**src/rtl/quad_irq_pkg.sv**
```systemverilog
package quad_irq_pkg;
  localparam int SRC_N   = 4;
  localparam int CTL_W   = 10;
  localparam int IDX_PIN = 0;
  localparam int IDX_TMR = 1;
  localparam int IDX_NIB = 2;
  localparam int IDX_WRD = 3;
  localparam int EN_LO   = 4;
  localparam int EDGE_B  = 8;
  localparam int GIE_B   = 9;

  function automatic logic any_armed(input logic [SRC_N-1:0] flg,
                                     input logic [SRC_N-1:0] ena);
    return |(flg & ena);
  endfunction

  function automatic logic [SRC_N-1:0] next_flags(input logic [SRC_N-1:0] cur,
                                                   input logic             wr,
                                                   input logic [SRC_N-1:0] wval,
                                                   input logic [SRC_N-1:0] hw);
    return (wr ? wval : cur) | hw;
  endfunction

  function automatic logic pick_edge(input logic rise, input logic now_v,
                                     input logic was_v);
    return rise ? (now_v & ~was_v) : (~now_v & was_v);
  endfunction
endpackage

```
**src/rtl/irq_pin_edge.sv**
```systemverilog
module irq_pin_edge #(
  parameter int STAGES = 2
) (
  input  logic clk,
  input  logic rst_n,
  input  logic pin,
  input  logic rise_sel,
  output logic edge_hit
);
  import quad_irq_pkg::*;

  logic [STAGES-1:0] sr;
  logic              prev;
  logic              cur;

  always_ff @(posedge clk) begin
    if (!rst_n) begin
      sr   <= '0;
      prev <= 1'b0;
    end else begin
      sr   <= {sr[STAGES-2:0], pin};
      prev <= sr[STAGES-1];
    end
  end

  assign cur      = sr[STAGES-1];
  assign edge_hit = pick_edge(rise_sel, cur, prev);

  // a held pin level gives at most a one-cycle edge pulse
  p_edge_single_r3: assert property (@(posedge clk) disable iff (!rst_n)
    (edge_hit && $stable(rise_sel)) |=> !edge_hit);
endmodule

```
**src/rtl/irq_nib_change.sv**
```systemverilog
module irq_nib_change #(
  parameter int W      = 4,
  parameter int STAGES = 2
) (
  input  logic         clk,
  input  logic         rst_n,
  input  logic [W-1:0] pins,
  input  logic         snap_en,
  output logic         differs
);
  logic [W-1:0] stg [STAGES];
  logic [W-1:0] snap;
  logic [W-1:0] cur;

  genvar g;
  generate
    for (g = 0; g < STAGES; g++) begin : g_sync
      always_ff @(posedge clk) begin
        if (!rst_n) stg[g] <= '0;
        else if (g == 0) stg[g] <= pins;
        else stg[g] <= stg[(g == 0) ? 0 : g-1];
      end
    end
  endgenerate

  assign cur = stg[STAGES-1];

  always_ff @(posedge clk) begin
    if (!rst_n)       snap <= '0;
    else if (snap_en) snap <= cur;
  end

  assign differs = |(cur ^ snap);

  // a read strobe captures the synchronized pins
  p_snap_r4: assert property (@(posedge clk) disable iff (!rst_n)
    snap_en |=> (snap == $past(cur)));
endmodule

```
**src/rtl/irq_flag_bank.sv**
```systemverilog
module irq_flag_bank #(
  parameter int N = 4
) (
  input  logic         clk,
  input  logic         rst_n,
  input  logic [N-1:0] hw_set,
  input  logic         sw_wr,
  input  logic [N-1:0] sw_val,
  output logic [N-1:0] flags
);
  import quad_irq_pkg::*;

  always_ff @(posedge clk) begin
    if (!rst_n) flags <= '0;
    else        flags <= next_flags(flags, sw_wr, sw_val, hw_set);
  end

  // a hardware set is never lost to a concurrent write
  p_hw_set_wins_r5: assert property (@(posedge clk) disable iff (!rst_n)
    (hw_set != '0) |=> ((flags & $past(hw_set)) == $past(hw_set)));
  // without a software write, set flags stay set
  p_sticky_r2: assert property (@(posedge clk) disable iff (!rst_n)
    !sw_wr |=> ((flags & $past(flags)) == $past(flags)));
endmodule

```
**src/rtl/quad_irq_ctrl.sv**
```systemverilog
module quad_irq_ctrl #(
  parameter int          NIB_W  = 4,
  parameter int          SYNC_N = 2,
  parameter int          PC_W   = 13,
  parameter int unsigned VECTOR = 4
) (
  input  logic                           clk,
  input  logic                           rst_n,
  input  logic                           ext_pin,
  input  logic                           tmr_ovf,
  input  logic [NIB_W-1:0]               port_hi,
  input  logic                           port_rd,
  input  logic                           wr_done,
  input  logic                           wr_flags,
  input  logic                           wr_ctrl,
  input  logic [quad_irq_pkg::CTL_W-1:0] ctl_wdata,
  output logic [quad_irq_pkg::CTL_W-1:0] ctl_rdata,
  input  logic                           irq_ack,
  input  logic                           irq_ret,
  output logic                           irq_req,
  output logic                           vec_load,
  output logic [PC_W-1:0]                vec_addr,
  output logic                           wake
);
  import quad_irq_pkg::*;

  logic [SRC_N-1:0] flags;
  logic [SRC_N-1:0] ena;
  logic [SRC_N-1:0] hw_set;
  logic             gie;
  logic             rise_sel;
  logic             pin_hit;
  logic             nib_diff;
  logic             armed;

  irq_pin_edge #(.STAGES(SYNC_N)) u_pin (
    .clk(clk), .rst_n(rst_n), .pin(ext_pin), .rise_sel(rise_sel),
    .edge_hit(pin_hit)
  );

  irq_nib_change #(.W(NIB_W), .STAGES(SYNC_N)) u_nib (
    .clk(clk), .rst_n(rst_n), .pins(port_hi), .snap_en(port_rd),
    .differs(nib_diff)
  );

  always_comb begin
    hw_set          = '0;
    hw_set[IDX_PIN] = pin_hit;
    hw_set[IDX_TMR] = tmr_ovf;
    hw_set[IDX_NIB] = nib_diff;
    hw_set[IDX_WRD] = wr_done;
  end

  irq_flag_bank #(.N(SRC_N)) u_flags (
    .clk(clk), .rst_n(rst_n), .hw_set(hw_set), .sw_wr(wr_flags),
    .sw_val(ctl_wdata[SRC_N-1:0]), .flags(flags)
  );

  always_ff @(posedge clk) begin
    if (!rst_n) begin
      ena      <= '0;
      rise_sel <= 1'b1;
      gie      <= 1'b0;
      vec_load <= 1'b0;
    end else begin
      vec_load <= irq_ack & irq_req;
      if (wr_ctrl) begin
        ena      <= ctl_wdata[EN_LO +: SRC_N];
        rise_sel <= ctl_wdata[EDGE_B];
      end
      if (irq_ack)      gie <= 1'b0;
      else if (irq_ret) gie <= 1'b1;
      else if (wr_ctrl) gie <= ctl_wdata[GIE_B];
    end
  end

  assign armed     = any_armed(flags, ena);
  assign wake      = armed;
  assign irq_req   = gie & armed;
  assign vec_addr  = PC_W'(VECTOR);
  assign ctl_rdata = {gie, rise_sel, ena, flags};

  // acknowledge drops the global enable
  p_ack_clears_r8: assert property (@(posedge clk) disable iff (!rst_n)
    irq_ack |=> !ctl_rdata[GIE_B]);
  // an accepted request yields a vector load
  p_vec_pulse_r8: assert property (@(posedge clk) disable iff (!rst_n)
    (irq_ack && irq_req) |=> (vec_load && vec_addr == PC_W'(VECTOR)));
  // return restores the global enable
  p_ret_sets_r9: assert property (@(posedge clk) disable iff (!rst_n)
    (irq_ret && !irq_ack) |=> ctl_rdata[GIE_B]);
  // any CPU request is also a wake-up
  p_req_wakes_r7: assert property (@(posedge clk) disable iff (!rst_n)
    irq_req |-> wake);
  // a cleared global enable blocks requests
  p_req_gated_r6: assert property (@(posedge clk) disable iff (!rst_n)
    !ctl_rdata[GIE_B] |-> !irq_req);
endmodule

```
**config.mk**
```make
export PLATFORM = sky130hd
export DESIGN_NAME = quad_irq_ctrl
export DESIGN_NICKNAME = d
export VERILOG_FILES = /design/src/rtl/quad_irq_pkg.sv /design/src/rtl/irq_pin_edge.sv /design/src/rtl/irq_nib_change.sv /design/src/rtl/irq_flag_bank.sv /design/src/rtl/quad_irq_ctrl.sv
export SDC_FILE = /design/constraint.sdc
export NUM_CORES = 1
export LEC_CHECK = 0
export ABC_AREA = 1
export ABC_CLOCK_PERIOD_IN_PS = 1300
export BUFFER_PORTS_ARGS = -buffer_cell sky130_fd_sc_hd__buf_4
export CAP_MARGIN = 20
export CORE_UTILIZATION = 48
export CTS_CLUSTER_SIZE = 25
export DETAILED_ROUTE_END_ITERATION = 8
export PLACE_DENSITY = 0.87
export SLEW_MARGIN = 20
export SYNTH_ARGS = -nofsm -noshare
export SYNTH_HDL_FRONTEND = slang
export SYNTH_SLANG_ARGS = --single-unit
```
**constraint.sdc**
```tcl
create_clock -name clk -period 1.3 [get_ports clk]
set_input_delay 0.13 -clock clk [delete_from_list [all_inputs] [get_ports clk]]
set_output_delay 0.13 -clock clk [all_outputs]
set_load 0.02 [all_outputs]
```
=== Yosys cells after proc, flatten, opt, wreduce, memory -nomap -nowiden ===
Memories as Yosys holds them, arrays and structs flattened.
Cells that the tools add are included.

* Mux-type cells: 8
* Bitwise logic cells: 12
* Reduce and logical (&&, ||, !) cells: 4

{| class="wikitable"
|+ Operators by type and width
! kind !! count
|-
| 4-bit 2-to-1 mux || 3
|-
| 4-bit OR reduction || 2
|-
| 1-bit 2-to-1 mux || 5
|-
| 1-bit AND || 4
|-
| 4-bit AND || 1
|-
| 4-bit OR || 1
|-
| 4-bit bitwise XOR || 1
|-
| 1-bit inverter || 3
|-
| 1-bit OR || 2
|-
| 2-bit nonzero test || 1
|-
| 2-bit OR reduction || 1
|}

* Register bits after elaboration: 18
* RAM bits: 8
* Input bits: 24
* Output and inout bits: 26
* Word-level logic and storage cells: 33
* Memories kept: 1

{| class="wikitable"
|+ Memory list
! name !! words !! width !! read ports !! clocked after memory_dff !! wr ports !! line !! RTL
|-
| u_nib.stg || 2 || 4 || 2 || 0 || 2 || irq_nib_change.sv:11 || <nowiki>logic [W-1:0] stg [STAGES];</nowiki>
|}

=== Longest topological paths before layout ===
Gate-level depths: netlist of the first run.

* Word-level depth: 4
* Gate-level depth with buffers: 7
* Gate-level depth less buffers: 7

=== By module ===
A second synthesis of the first run with hierarchy kept.

* Cells, all modules: 163
* Area, all modules: 1141.1 um^2

{| class="wikitable"
|+ By module, submodules not included
! module !! instances !! cells each !! area an instance (um^2) !! seq. area each (um^2)
|-
| irq_nib_change || 1 || 60 || 437.9 || 240.2
|-
| quad_irq_ctrl || 1 || 57 || 405.4 || 140.1
|-
| irq_flag_bank || 1 || 31 || 185.2 || 80.1
|-
| irq_pin_edge || 1 || 15 || 112.6 || 60.1
|}

=== Worst setup path before layout of the first run ===
OpenSTA, ideal clock, no wires.

* Kind: flip-flop to output port
* Start point: register ena[0]
* End point: output irq_req
* Data arrival time: 925 ps
* Slack: 245 ps
* Stages on the path, launching flop included: 5
* Path buffers: 0
* Cells stage by stage: dfxtp_1 -> inv_1 -> o21ai_0 -> o21ai_0 -> inv_1

* Word-level cells in the longest chain between the ends: 3

{| class="wikitable"
|+ RTL lines
! item !! line !! RTL
|-
| start: declaration || quad_irq_ctrl.sv:28 || <nowiki>logic [SRC_N-1:0] ena;</nowiki>
|-
| start signal: assignment || quad_irq_ctrl.sv:68 || <nowiki>ena <= ctl_wdata[EN_LO +: SRC_N];</nowiki>
|-
| 4-bit AND || quad_irq_pkg.sv:14 || <nowiki>return |(flg & ena);</nowiki>
|-
| 4-bit OR reduction || quad_irq_pkg.sv:14 ||
|-
| 1-bit AND || quad_irq_ctrl.sv:79 || <nowiki>assign irq_req = gie & armed;</nowiki>
|-
| end: declaration || quad_irq_ctrl.sv:20 || <nowiki>output logic irq_req,</nowiki>
|}

No other way between the ends.

=== Final worst setup path of the first run ===
Ends and elaborated chain as after synthesis.

==> results of run 1 <==
[Yosys cell counts]
library cell	number	area, um^2
buf_4	15	112.6
inv_1	28	105.1
nand3_1	4	20.02
nor2_1	9	33.78
xnor2_1	1	8.760
or2_2	1	6.260
conb_1	2	7.510
a21oi_1	8	40.04
o21ai_0	13	65.06
inv_2	1	3.750
a211oi_1	1	7.510
buf_6	1	11.26
nand2_1	36	135.1
buf_2	1	5.000
nor3_1	1	5.000
dfxtp_1	26	520.5
[worst max path at each step]
stage / start / end / slack [ns] / cells after the start
3_3_place_gp: u_flags.flags[3] / wake / 0.30 / 4
3_5_place_dp: ena[0] / irq_req / 0.27 / 5
2_1_floorplan: ena[0] / irq_req / 0.25 / 4
6_report: ena[0] / irq_req / -0.03 / 5
4_1_cts: ena[0] / irq_req / -0.006 / 5
5_1_grt: ena[0] / irq_req / -0.09 / 5
[what timing repair did]
item                                    4_1_cts  5_1_grt
endpoints found under the setup margin        2        2
endpoints found under the hold margin         6        0
hold buffers                                  6        0
cloned                                        0        0
gates resized for setup                      13        7
pin swaps                                     0        5
setup buffers                                 6        5
[flip-flops by register name, indices dropped and copies added (netlist names)]
register       cells
u_pin.sr           2
u_nib.snap         4
u_pin.prev         1
rise_sel           1
ena                4
u_flags.flags      4
u_nib.stg          8
gie                1
vec_load           1
[power groups by stage]
stage	Sequential, uW	Combinational (uW)	Clock (uW)
global placement	885	266	0
finish	875	344	546
floorplan	906	167	0
detailed placement	889	272	0
global route	881	369	594
CTS	871	317	556
[through the flow]
step                worst slack (ns)  total power [uW]    TNS, ns  area (um^2)  std cells
CTS                        -0.005835              1744  -0.005835         1478        221
global route                -0.08678              1844    -0.1596         1534        226
finish                      -0.03469              1765   -0.06235         1534        226
detailed placement            0.2728              1160          0         1304        205
floorplan                     0.2453              1073          0         1129        159
global placement              0.3016              1150          0         1304        205
[critical path: cells and delay by family, from the launching register on]
kind | cells | cell delay, ns
flops | 1 | 0.36
compound gates | 2 | 0.27
buf+inv | 3 | 0.24
[layer usage]
metal / vias up / wire [um] / part of all wire / global-route usage
met4: 0 / 9 / 0.0037 / 0.03333
met5: - / 0 / 0 / 0
met3: 2 / 115 / 0.047 / 0.06173
met2: 34 / 1425 / 0.59 / 0.3896
li1: 515 / - / - / -
met1: 471 / 884 / 0.36 / 0.1708
[layout make-up]
| cell class | count | area share |
|---|---|---|
| Timing Repair Buffer | 53 | 0.2741 |
| Clock inverter | 1 | 0.01958 |
| Clock buffer | 3 | 0.01468 |
| Multi-Input combinational cell | 87 | 0.2529 |
| Tap cell | 27 | 0.02202 |
| Inverter | 29 | 0.07096 |
| Sequential cell | 26 | 0.3458 |
[cells by family after synthesis]
logic type / synth area share
buf+inv: 0.2186
flops: 0.4787
other cells: 0.006907
xor+xnor: 0.008057
simple gates: 0.1841
compound gates: 0.1036
==> flow_summary.toml, run 1 <==
[hold_path]
hold_start = "ctl_wdata[8]"
worstHoldPathType = "in2reg"
hold_depth = 3
worstHoldEndpoint = "rise_sel"

[die]
fp.dieH_um = 49.60
die_area_mm2 = 0.002460
start_util = 0.5325
rows = 16
coreArea_mm2 = 0.002042
pin_count = 50
die_w_um = 49.60

[setup_path]
critPathRequiredTime_ns = 1.17
cp_max_fo = 2
crit_path_end_kind = "primary output"
worstReg2RegEnd = "vec_load"
slowest_delay_ns = 0.36
r2r-start = "ena[0]"
reg2reg_setup_slack_ns = 0.36
ff2ff_path_depth = 5
crit_type = "reg2out"
crit_top_cell = "o21ai_2"
crit_chain = "inv_2 -> o21ai_2 -> o21ai_2 -> inv_1 -> buf_6"
cp_slowest_cell = "dfxtp_2"
start_kind = "flop"
critPathArrivalTime_ns = 1.20

[drt]
ant_nets = 0
firstDrtPassIters = 4
wl_mm = 2.435
wl_per_cell_um = 10.77
drc = 0
vias = 1022
drtIter0Drc = 15
via_per_inst = 4.522

[place]
post-dp-hpwl_mm = 1.463
port_buffers = 36
gp_congestion = 0.8241

[logic_synthesis]
syn_area_mm2 = 0.001087
ys_types = 16
ys_seq_area_frac = 0.4787
syn_area_per_cell_um2 = 7.347
yosys_register_bits = 26
postSynthCellCount = 148
ys.warnings.count = 0

[status]
outcome = "finished with violations"
violations = "setup timing"

[cts]
cts.sinks = 26
worstSkewPairLatency_ns = 0.32
htreeDepth = 1
cts.path.max_buffers = 2
clock_tree.root_cell = "clkbuf_4"
cts_inserted_buffers = 3
cts_tree = "yes"
path_clk_slew_ns = 0.13

[sta]
worst_slack_ns = -0.03469
finalCritPeriodShare = 1.027
min_period_ns = 1.335
grt_setup_unrepaired = "true"
hold_viol = 0
max_freq_mhz = 749.2
finalSetupViolCount = 2
hold_slack_ns = 0.01626
finalMaxSlewViolations = 0
fin_worst_skew_ns = 0.002014

[pwr]
power_frac_clock = 0.309
switchingPower_uw = 442.3
p_int_uw = 1322
irDropWorstVdd_uv = 994.6
power_frac_comb = 0.195
seqPwrFrac = 0.496
cellPowerDensity_mw_per_mm2 = 1150
swShare = 0.2507
p_leak_uw = 0.0008495

[cells_and_area]
multi_input_area_um2 = 387.9
regArea_um2 = 530.5
areaGrowthSynthToFinish_pct = 41.08
n_fill_cell = 163
antennaDiodeCount = 0
final_common_cell = "buf_4"
drive_above_1_share = 0.3417
final_nets = 224
post-route-util = 0.7512
final_cell_mix = "buf_4, nand2_1, inv_1"

[flow_run]
max_cap_viol_count = 0

[grt]
grt_usage = 0.1875
grt_max_degree = 26
grt_pass1_wl_mm = 3.463
antenna_found_initial = 0
grt_overflow = 0
grt_pass1_vias = 844
Note: power is estimated with default switching activity, not from simulation.
==> run 2: changes to the inputs <==
==> constraint.sdc (replaced) <==
create_clock -name clk -period 1.3 [get_ports clk]
set_input_delay 0.26 -clock clk [delete_from_list [all_inputs] [get_ports clk]]
set_output_delay 0.26 -clock clk [all_outputs]
set_load 0.02 [all_outputs]
==> flow_summary.toml, run 2 (synthesis results as in run 1) <==
[status]
outcome = "finished with violations"
violations = "setup timing"

[grt]
antenna_found_initial = 0
grt_max_degree = 26
grtUsageMet1 = 0.1606
grt_pass1_wl_mm = 3.277
grt_use_met3 = 0.06173
grt_overflow = 0
busiest_layer = "met2"
grt_pass1_vias = 814
grt_use_met2 = 0.3491
grt_usage = 0.1724

[cells_and_area]
fin_area_mm2 = 0.001504
top_register = "u_nib.stg"
largest_register_ffs = 8
final_common_cell = "buf_4"
antennaDiodeCount = 0
final_nets = 218
drive_above_1_share = 0.3523
areaGrowthSynthToFinish_pct = 38.32
final_cell_mix = "buf_4, nand2_1, inv_1"

[die]
start_util = 0.5325
rows = 16
die_w_um = 49.60
coreArea_mm2 = 0.002042
die_area_mm2 = 0.002460
fp.dieH_um = 49.60
pin_count = 50

[setup_path]
cp_max_fo = 2
critPathRequiredTime_ns = 1.04
critPathTopFamily = "simple AND/OR/NAND/NOR gates"
crit_path_end_kind = "primary output"
cp_num_buf_inv = 1
startpoint = "ena[2]"
start_kind = "flop"
crit_type = "reg2out"
critPathArrivalTime_ns = 1.18
slowest_delay_ns = 0.35
cp_slowest_cell = "dfxtp_2"
r2r-start = "u_flags.flags[2]"
crit_chain = "nand2_1 -> nand2_2 -> or2_4 -> buf_6"

[drt]
ant_nets = 0
wl_mm = 2.139
vias = 985
drtIter0Drc = 5
firstDrtPassIters = 4
drc = 0
wl_per_cell_um = 9.723
via_per_inst = 4.477

[pwr]
seqPwrFrac = 0.500
power_frac_comb = 0.194
power_frac_clock = 0.306
switchingPower_uw = 427.5
p_leak_uw = 0.0008314
cellPowerDensity_mw_per_mm2 = 1162
irDropWorstVdd_uv = 1054
swShare = 0.2447
p_int_uw = 1319

[cts]
cts_tree = "yes"
cts.path.max_buffers = 2
worstSkewPairLatency_ns = 0.31
path_clk_slew_ns = 0.13
cts.sinks = 26
cts_inserted_buffers = 3
htreeDepth = 1
cts_hold_buf = 0
clock_tree.root_cell = "clkbuf_4"

[sta]
worst_slack_ns = -0.1434
finalMaxSlewViolations = 0
grt_setup_unrepaired = "true"
finalCritPeriodShare = 1.110
fin_worst_skew_ns = 0.002077
final.setup.tns_ns = -0.2547
max_freq_mhz = 692.8
min_period_ns = 1.443
finalSetupViolCount = 2
hold_viol = 0

[place]
gp_congestion = 0.8241
port_buffers = 36
placed_cell_area_mm2 = 0.001304
post-dp-hpwl_mm = 1.458

[hold_path]
worstHoldPathType = "in2reg"
hold_start = "irq_ack"

[flow_run]
max_cap_viol_count = 0
run 2: power groups by stage:
stage	Sequential (uW)	Clock, uW	Combinational (uW)
finish	874	535	338
global route	880	597	367
CTS	870	551	310
detailed placement	889	0	271
global placement	885	0	266
floorplan	906	0	167
run 2: final timing paths:
path | endpoint | slack, ns | cells after the start
max | wake | -0.14 | 4
min | gie | 0.10 | 2
max reg2reg | u_flags.flags[2] | 0.36 | 7
min reg2reg | u_nib.stg[1][2] | 0.42 | 2
run 2: stage by stage:
stage | utilization | hold slack, ns | worst slack, ns | std cells | total power, uW
after floorplan | - | 0.3384 | 0.1153 | 159 | 1073
after global placement | 0.6385 | 0.3941 | 0.1717 | 205 | 1150
after detailed placement | 0.6385 | 0.3956 | 0.1427 | 205 | 1160
after CTS | 0.7053 | 0.09955 | -0.1131 | 217 | 1731
after global routing | 0.7365 | 0.07996 | -0.2050 | 220 | 1844
final | 0.7365 | 0.1044 | -0.1434 | 220 | 1747
run 2: repair_timing:
action	4_1_cts	5_1_grt
buffers inserted	8	3
setup endpoints to repair	2	2
pin swaps	2	4
hold endpoints to repair	0	0
gates resized for setup	15	12
run 2: per-layer routing:
metal | wire length [um] | vias up
li1 | - | 508
met1 | 790 | 433
met2 | 1173 | 40
met3 | 139 | 4
met4 | 36 | 0
met5 | 0 | -
run 2: area by class of cell:
class	instances	area (um^2)
clock buffers	3	22.52
flip-flops and latches	26	530.5
fillers	160	538.0
multi-input cells	87	395.4
repair buffers	47	382.9
inverters	29	108.9
clock inverters	1	30.03
well taps	27	33.78
==> run 3: changes to the inputs <==
Settings changed: ABC_AREA 1 to not set, BUFFER_PORTS_ARGS -buffer_cell sky130_fd_sc_hd__buf_4 to not set, CORE_UTILIZATION 48 to 50, DONT_BUFFER_PORTS set to 1, PLACE_DENSITY 0.87 to 0.7, REMOVE_ABC_BUFFERS set to 1.
==> flow_summary.toml, run 3 <==
[status]
outcome = "finished with violations"
violations = "setup timing"

[sta]
finalSetupViolCount = 2
hold_viol = 0
finalMaxSlewViolations = 0
finalCritPeriodShare = 1.036
max_freq_mhz = 742.3
min_period_ns = 1.347
worst_slack_ns = -0.04718
hold_slack_ns = 0.06723
grt_setup_unrepaired = "true"
fin_worst_skew_ns = 0.0004990

[logic_synthesis]
synth.area.top_cells = "dfxtp_1, buf_4, mux2i_1"
ys_types = 21
ys.warnings.count = 0
postSynthCellCount = 103
yosys.area.top_type = "dfxtp_1"
synthTopCellsByCount = "dfxtp_1, buf_4, and2_1, mux2i_1, nor2_1"
ys_seq_area_frac = 0.4976
yosys_register_bits = 26
syn_area_mm2 = 0.001046
async_reset_ff_frac = 0
netlist.area_leader.share = 0.4976
synthFlopType = "dfxtp_1"
synth_edf_count = 0
yosysMostFrequentCell = "dfxtp_1"
syn_area_per_cell_um2 = 10.16

[setup_path]
critPathArrivalTime_ns = 1.09
crit_path_end_kind = "primary output"
ff2ff_path_depth = 3
start_kind = "flop"
critPathRequiredTime_ns = 1.04
r2r-start = "ena[1]"
startpoint = "ena[1]"
endpoint = "wake"
crit_type = "reg2out"
worstReg2RegEnd = "vec_load"
reg2reg_setup_slack_ns = 0.25
cp_max_fo = 2

[die]
fp.dieH_um = 47.74
coreArea_mm2 = 0.001962
die_area_mm2 = 0.002279
pin_count = 50
rows = 16
start_util = 0.5332
die_w_um = 47.74

[place]
port_buffers = 0
dp_cells = 130
post-dp-hpwl_mm = 1.106
gp_congestion = 0.6386

[grt]
grt_pass1_wl_mm = 1.904
grt_pass1_vias = 443
grt_usage = 0.1235
grt_overflow = 0
antenna_found_initial = 0
grt_max_degree = 15

[cts]
cts_tree = "yes"
htreeDepth = 1
cts.sinks = 26
cts_inserted_buffers = 3
clock_tree.root_cell = "clkbuf_4"
path_clk_slew_ns = 0.12
worstSkewPairLatency_ns = 0.30
postCtsSetupBuffers = 0
cts.path.max_buffers = 2

[drt]
firstDrtPassIters = 3
drtIter0Drc = 4
via_per_inst = 4.615
ant_nets = 0
vias = 623
wl_per_cell_um = 10.81
wl_mm = 1.460
drc = 0

[cells_and_area]
areaGrowthSynthToFinish_pct = 5.383
top_register = "u_nib.stg"
n_fill_cell = 184
antennaDiodeCount = 0
final_cell_mix = "dfxtp_1, conb_1, mux2i_1, nor2_1, and2_1"
largest_register_ffs = 8
post-route-util = 0.5619
final_nets = 134
fin_cells = 135
drive_above_1_share = 0.1574
final_common_cell = "dfxtp_1"

[flow_run]
max_cap_viol_count = 0

[pwr]
irDropWorstVdd_uv = 656.3
p_leak_uw = 0.0005026
cellPowerDensity_mw_per_mm2 = 1231

[hold_path]
hold_depth = 1
worstHoldPathType = "in2reg"
run 3: changes by cell type in the layout (fill, tap and decap cells not counted), sizes merged, moves of 4 or more:
cell	before	now
nand3	4	0
inv	29	1
and2	0	11
buf	47	8
nand2	36	3
mux2i	0	11
o21ai	13	0
a21oi	8	0
run 3: logic make-up (layout without fill, tap and decap cells):
| group | after synthesis | in the layout | synth area share |
|---|---|---|---|
| buffers and inverters | 20 | 14 | 0.1316 |
| other | 2 | 13 | 0.007180 |
| DFF | 26 | 26 | 0.4976 |
| and+or+nand+nor | 32 | 32 | 0.1567 |
| muxes | 11 | 11 | 0.1053 |
| AOI/OAI and AO/OA | 8 | 8 | 0.06817 |
| xor gates and xnor gates | 4 | 4 | 0.03350 |
run 3: power breakdown:
| part | switching [uW] | internal (uW) | total (uW) |
|---|---|---|---|
| Clock | 209 | 108 | 317 |
| Combinational | 104 | 71.5 | 175 |
| Sequential | 27.0 | 837 | 864 |
run 3: final cells by class:
cell class / instances / area [um^2] / share of cell area
Tap cell: 27 / 33.78 / 0.03065
Clock buffer: 3 / 22.52 / 0.02043
Inverter: 1 / 3.754 / 0.003405
Sequential cell: 26 / 523.0 / 0.4745
Timing Repair Buffer: 10 / 80.08 / 0.07264
Multi-Input combinational cell: 68 / 439.2 / 0.3984
run 3: worst max-delay path, stage by stage (launching register included):
cell and delay [ns]:
dfxtp_2 0.35, a22oi_2 0.28, nand2_2 0.15
run 3: worst min-delay path by stage:
| stage | from | end |
|---|---|---|
| 2_1_floorplan | rst_n | rise_sel |
| 3_5_place_dp | rst_n | rise_sel |
| 6_report | rst_n | u_nib.stg[1][1] |
| 5_1_grt | rst_n | u_nib.stg[0][0] |
| 3_3_place_gp | rst_n | rise_sel |
| 4_1_cts | irq_ack | gie |
run 3: layer usage:
layer  track usage  share of wire  vias up
met3       0.04528          0.075        2
met5             0              0        -
li1              -              -      319
met2        0.1676           0.47       23
met1        0.1698           0.45      279
met4       0.06667         0.0041        0
run 3: metrics by stage:
step	worst slack (ns)	cell area (um^2)	power (uW)	TNS, ns
floorplan	0.1831	953.4	1008	0
global placement	0.2727	1047	1046	0
CTS	-0.05956	1081	1358	-0.09439
detailed placement	0.2530	1047	1049	0
finish	-0.04718	1102	1357	-0.07273
global route	-0.09966	1102	1430	-0.1719
run 3: repair_timing:
item                                   in CTS  in global routing
pin swaps                                   1                  2
hold buffers                                0                  2
endpoints found under the hold margin       0                  2
setup endpoints to repair                   2                  2
resized for setup                           3                  1
